File: src/rtl/gpio_mux_pkg.sv
package gpio_mux_pkg;

  typedef enum logic [2:0] {
    FN_INPUT = 3'b000,
    FN_RSVD  = 3'b001,
    FN_TEMP  = 3'b010,
    FN_MUTE  = 3'b011,
    FN_CLK   = 3'b100,
    FN_LOCK  = 3'b101,
    FN_LOW   = 3'b110,
    FN_HIGH  = 3'b111
  } pinFunc_e;

  typedef struct packed {
    pinFunc_e srcSel;   // source routed to the pin
    logic     driveEn;  // pin driver on
    logic     csSel;    // pin feeds chip select
    logic     jackSel;  // pin feeds jack sense
    logic     restart;  // ratio changed: restart divider
    logic     bypass;   // ratio of one
    logic     oddDiv;   // odd ratio above one
  } ctrlStrobe_t;

endpackage

File: src/rtl/gpio_mux_ctrl.sv
module gpio_mux_ctrl
  import gpio_mux_pkg::*;
#(
  parameter int DIV_W = 2
) (
  input  logic             clk,
  input  logic             rstN,
  input  logic [2:0]       funcSel,
  input  logic [DIV_W-1:0] divSel,
  input  logic             threeWire,
  output ctrlStrobe_t      strobe
);

  logic [DIV_W-1:0] divPrev;

  always_ff @(posedge clk or negedge rstN) begin
    if (!rstN) divPrev <= '0;
    else       divPrev <= divSel;
  end

  always_comb begin
    pinFunc_e fn;
    fn             = pinFunc_e'(funcSel);
    strobe.srcSel  = fn;
    strobe.driveEn = !threeWire && (fn != FN_INPUT) && (fn != FN_RSVD);
    strobe.csSel   = threeWire;
    strobe.jackSel = !threeWire && (fn == FN_INPUT);
    strobe.restart = (divSel != divPrev);
    strobe.bypass  = (divSel == '0);
    strobe.oddDiv  = (divSel != '0) && !divSel[0];
  end

endmodule

File: src/rtl/gpio_mux_dpath.sv
module gpio_mux_dpath
  import gpio_mux_pkg::*;
#(
  parameter int DIV_W = 2
) (
  input  logic             clk,
  input  logic             rstN,
  input  ctrlStrobe_t      strobe,
  input  logic [DIV_W-1:0] divSel,
  input  logic             polInv,
  input  logic             tempOk,
  input  logic             autoMute,
  input  logic             pllLock,
  input  logic             pinIn,
  output logic             pinOut,
  output logic             pinOe,
  output logic             csN,
  output logic             jackDet
);

  localparam int N_W = DIV_W + 1;

  logic [DIV_W-1:0] cnt, cntNext;
  logic [N_W-1:0]   hiLen;
  logic             posQ, negQ, divClk, srcVal;

  // floor(N/2) rising-edge cycles high; odd ratios add half a cycle via negQ
  assign hiLen   = ({1'b0, divSel} + N_W'(1)) >> 1;
  assign cntNext = (strobe.restart || (cnt == divSel)) ? '0 : cnt + DIV_W'(1);

  always_ff @(posedge clk or negedge rstN) begin
    if (!rstN) begin
      cnt  <= '0;
      posQ <= 1'b0;
    end else begin
      cnt  <= cntNext;
      posQ <= ({1'b0, cntNext} < hiLen);
    end
  end

  always_ff @(negedge clk or negedge rstN) begin
    if (!rstN) negQ <= 1'b0;
    else       negQ <= posQ;
  end

  always_comb begin
    if (strobe.bypass)      divClk = clk;
    else if (strobe.oddDiv) divClk = posQ | negQ;
    else                    divClk = posQ;
  end

  always_comb begin
    case (strobe.srcSel)
      FN_TEMP: srcVal = tempOk;
      FN_MUTE: srcVal = autoMute;
      FN_CLK:  srcVal = divClk;
      FN_LOCK: srcVal = pllLock;
      FN_HIGH: srcVal = 1'b1;
      default: srcVal = 1'b0;
    endcase
  end

  assign pinOe   = strobe.driveEn;
  assign pinOut  = strobe.driveEn & (srcVal ^ polInv);
  assign csN     = strobe.csSel ? pinIn : 1'b1;
  assign jackDet = strobe.jackSel & pinIn;

endmodule

File: src/rtl/gpio_pin_mux.sv
module gpio_pin_mux
  import gpio_mux_pkg::*;
#(
  parameter int DIV_W = 2
) (
  input  logic             pllClk,
  input  logic             rstN,
  input  logic [2:0]       funcSel,
  input  logic             polInv,
  input  logic [DIV_W-1:0] divSel,
  input  logic             threeWire,
  input  logic             tempOk,
  input  logic             autoMute,
  input  logic             pllLock,
  input  logic             pinIn,
  output logic             pinOut,
  output logic             pinOe,
  output logic             csN,
  output logic             jackDet
);

  ctrlStrobe_t strobe;

  gpio_mux_ctrl #(.DIV_W(DIV_W)) i_ctrl (
    .clk(pllClk), .rstN(rstN), .funcSel(funcSel), .divSel(divSel),
    .threeWire(threeWire), .strobe(strobe)
  );

  gpio_mux_dpath #(.DIV_W(DIV_W)) i_dpath (
    .clk(pllClk), .rstN(rstN), .strobe(strobe), .divSel(divSel),
    .polInv(polInv), .tempOk(tempOk), .autoMute(autoMute),
    .pllLock(pllLock), .pinIn(pinIn), .pinOut(pinOut), .pinOe(pinOe),
    .csN(csN), .jackDet(jackDet)
  );

endmodule

File: config.mk
export PLATFORM = sky130hd
export DESIGN_NAME = gpio_pin_mux
export DESIGN_NICKNAME = d
export VERILOG_FILES = /design/src/rtl/gpio_mux_pkg.sv /design/src/rtl/gpio_mux_ctrl.sv /design/src/rtl/gpio_mux_dpath.sv /design/src/rtl/gpio_pin_mux.sv
export SDC_FILE = /design/constraint.sdc
export NUM_CORES = 1
export LEC_CHECK = 0
export CORE_AREA = 5 5 47 49
export CTS_CLUSTER_SIZE = 10
export DETAILED_ROUTE_END_ITERATION = 10
export DIE_AREA = 0 0 52 54
export DONT_BUFFER_PORTS = 1
export GPL_TIMING_DRIVEN = 0
export PLACE_DENSITY = 0.35
export SYNTH_ARGS = -nofsm -noshare
export SYNTH_HDL_FRONTEND = slang
export SYNTH_SLANG_ARGS = --single-unit
File: constraint.sdc
create_clock -name pllClk -period 1.8 [get_ports pllClk]
set_clock_uncertainty 0.05 [all_clocks]
set_input_delay 0.27 -clock pllClk [delete_from_list [all_inputs] [get_ports pllClk]]
set_output_delay 0.27 -clock pllClk [all_outputs]
set_load 0.05 [all_outputs]
==> results by group <==
Floorplanning
  • # IOs: 17
  • Initial cell density of the core: 22.9%
  • Rows: 16
  • Die Width: 52 um
  • Die ar.: 2810 um^2
  • Die height: 54 um
  • Area of the core: 1820 um^2

CTS
  • Clk slew on worst S/H paths: 0.05 ns
  • Postcts setup bufs: 0
  • CTS tree: built
  • Skew-Pair Late Insertion Delay: 0.35 ns

Drt
  • DRC errors left: 0
  • Vias/cell: 4.97
  • Routed wire length: 1160 um
  • Routed length per instance: 13.0 um
  • Final ANT Viol Nets: 0
  • First-pass detailed-route iteration total: 4
  • Vias: 442
  • Starting DRC count in detailed routing: 10

Final layout
  • Reg area: 150 um^2
  • Final #Nets: 79
  • Fin cells: 89
  • Area grow syn2layout: 57.7%
  • Final core utilization: 36.1%
  • Fillers: 181
  • Commonest non-fill, non-tap cells in the layout: clkbuf_4, nor2_1, dfrtp_1
  • Commonest non-fill, non-tap cell in the layout: clkbuf_4
  • Layout cells sized above 1: 27.4%
  • Antenna cells: 0
  • Area occupied by multi-input gates: 278 um^2

Critical path
  • Critical Path End Type: primary output
  • Worst path arrival time: 2.75 ns
  • Reg-to-Reg End: i_dpath.posQ
  • Largest stage delay on the critical path: 0.50 ns
  • Cell Chain, Critical Path: a211oi_1, o311a_1, clkbuf_4, o31ai_4
  • R2R cell count: 6
  • CP startpoint: i_dpath.negQ
  • CP max-delay cell: o31ai_4
  • RR Startpoint: i_dpath.cnt[1]
  • CP delay by family, top: compound AO/OA/AOI/OAI gates
  • Crit path buf inv count: 1
  • Setup CP Type: reg -> out
  • Worst-path maximum fanout: 2
  • CP Data Required Time: 1.48 ns
  • Register-to-register path setup slack: 0.19 ns
  • Worst Setup Start Kind: register

Power
  • Max IR drop VDD: 537 uV
  • Pint: 0.428 mW
  • Comb power frac: 10.7%
  • Clock power share: 62.2%
  • Pleak: 0.277 nW
  • P_sw: 0.151 mW
  • Pwr Density: 882 nW/um^2
  • Seq pwr share: 27.1%
  • Switch share: 26.0%

Placed design
  • GPL Wtd Cong: 0.721
  • Placed cell count: 73
  • Port bufs: 0
  • Post-DP HPWL: 818 um
  • Place WS: -0.696 ns

STA
  • Worst Tran Pin Value: 0.931 ns
  • Relative slew slack: 37.7%
  • Max Slew Vio Count: 0
  • RSZ-0062 raised after global routing: true
  • Finish-stage setup viols: 2
  • Final worst slack: -1.27 ns
  • Final hold vios: 0

Global route
  • Vias in the first global route: 534
  • Largest net degree at the start of global routing: 10
  • First-pass GRT wire length: 1850 um
  • Gr usage total: 10.5%
  • Gr ovfl total: 0
  • Antenna violations before repair: 0

Min path
  • Worst hold path class: in -> async

Synth
  • Syn. warnings: 0
  • Yosys cell types: 27
  • Cells after synthesis: 46
  • Avg Inst Size Synth: 9.06 um^2
  • Seq/Total Area, Yosys: 36.0%
  • Syn Nets: 63
  • Synthesized cell area: 417 um^2
  • Seq cells post-synth: 6

Status
  • Run status: complete, but fails checks
  • Violated checks: negative setup slack

Flow run
  • MaxCap Viol Count: 0
==> worst register-to-register path, stage by stage, from the launching register on <==
cell and delay [ns]:
dfrtp_1 0.41, nand2b_1 0.18, o31ai_1 0.24, nand2_1 0.08, o311ai_0 0.15, ha_1 0.32, a21oi_1 0.12
==> worst max-delay path by stage <==
stage	end	slack, ns	cells after the start
finish	pinOut	-1.27	4
global route	pinOut	-1.37	5
CTS	pinOut	-1.34	5
global placement	pinOut	-0.69	3
floorplan	pinOut	-0.66	3
detailed placement	pinOut	-0.70	3
==> power by group through the flow <==
stage	sequential, mW	combinational [mW]	clock [mW]
floorplan	0.156	0.0438	0.0184
global placement	0.158	0.0484	0.0184
detailed placement	0.159	0.0505	0.0184
CTS	0.157	0.0635	0.377
global route	0.158	0.0692	0.389
finish	0.157	0.0622	0.360
==> flip-flops by register name, indices dropped and copies added, names as in the netlist <==
signal and count:
i_dpath.negQ 1, i_dpath.cnt 2, i_dpath.posQ 1, i_ctrl.divPrev 2
==> cells by family after synthesis <==
| logic type | after synthesis | share of synthesized area (%) |
|---|---|---|
| adder cells (fa/ha/maj) | 4 | 12.0 |
| AND/OR/NAND/NOR | 17 | 21.3 |
| flip-flops | 6 | 36.0 |
| XOR/XNOR | 1 | 2.10 |
| buffers and inverters | 4 | 3.60 |
| AO/OA/AOI/OAI | 14 | 24.9 |
==> cells in the mapped netlist <==
cell / number / share of area, %
o31ai_1: 2 / 3.6
and3_1: 1 / 1.5
a21o_2: 1 / 2.1
nand4b_1: 1 / 2.1
nand2_1: 4 / 3.6
dfrtp_1: 5 / 30
o311ai_0: 1 / 2.1
a21oi_1: 1 / 1.2
nor2_1: 5 / 4.5
a211oi_1: 1 / 1.8
o311a_1: 1 / 2.4
o21ai_1: 1 / 1.2
ha_1: 4 / 12
xnor2_1: 1 / 2.1
or3_1: 1 / 1.5
and2_1: 1 / 1.5
a32oi_1: 1 / 2.1
o21ai_0: 1 / 1.2
o22ai_1: 1 / 1.5
o211ai_1: 1 / 1.8
nor4b_1: 1 / 2.1
dfrtn_1: 1 / 6.0
inv_1: 4 / 3.6
o22a_1: 1 / 2.1
nand2b_1: 2 / 3.0
o21a_1: 1 / 1.8
nor2b_1: 1 / 1.5
==> final cells by class <==
| cell class | count | share of cell area [%] |
|---|---|---|
| multi-input combinational | 36 | 42.3 |
| sequential | 6 | 22.9 |
| clock inverter | 1 | 4.57 |
| inverter | 4 | 7.43 |
| timing repair buffer | 3 | 4.57 |
| tap | 27 | 5.14 |
| clock buffer | 12 | 13.1 |
==> metrics by stage <==
step	power (mW)	hold slack, ns	area (um^2)	setup TNS [ns]
2_1_floorplan	0.218	-0.0756	430	-0.661
3_3_place_gp	0.225	-0.0754	464	-0.695
3_5_place_dp	0.228	-0.0754	464	-0.696
4_1_cts	0.597	0.163	654	-1.34
5_1_grt	0.617	0.174	657	-1.37
6_report	0.579	0.161	657	-1.27
==> layer usage <==
metal	global-route usage, %	vias up	share of wire, %
met5	0	-	0
li1	-	199	-
met1	7.44	212	38
met4	11.8	0	0.86
met2	13.8	29	48
met3	11.6	2	13
==> what timing repair did <==
action | CTS | global route
endpoints found under the hold margin | 7 | 0
hold buffers | 3 | 0
resized for setup | 12 | 2
pin swaps | 1 | 2
setup endpoints to repair | 2 | 2
(Power assumes the default switching activity.)
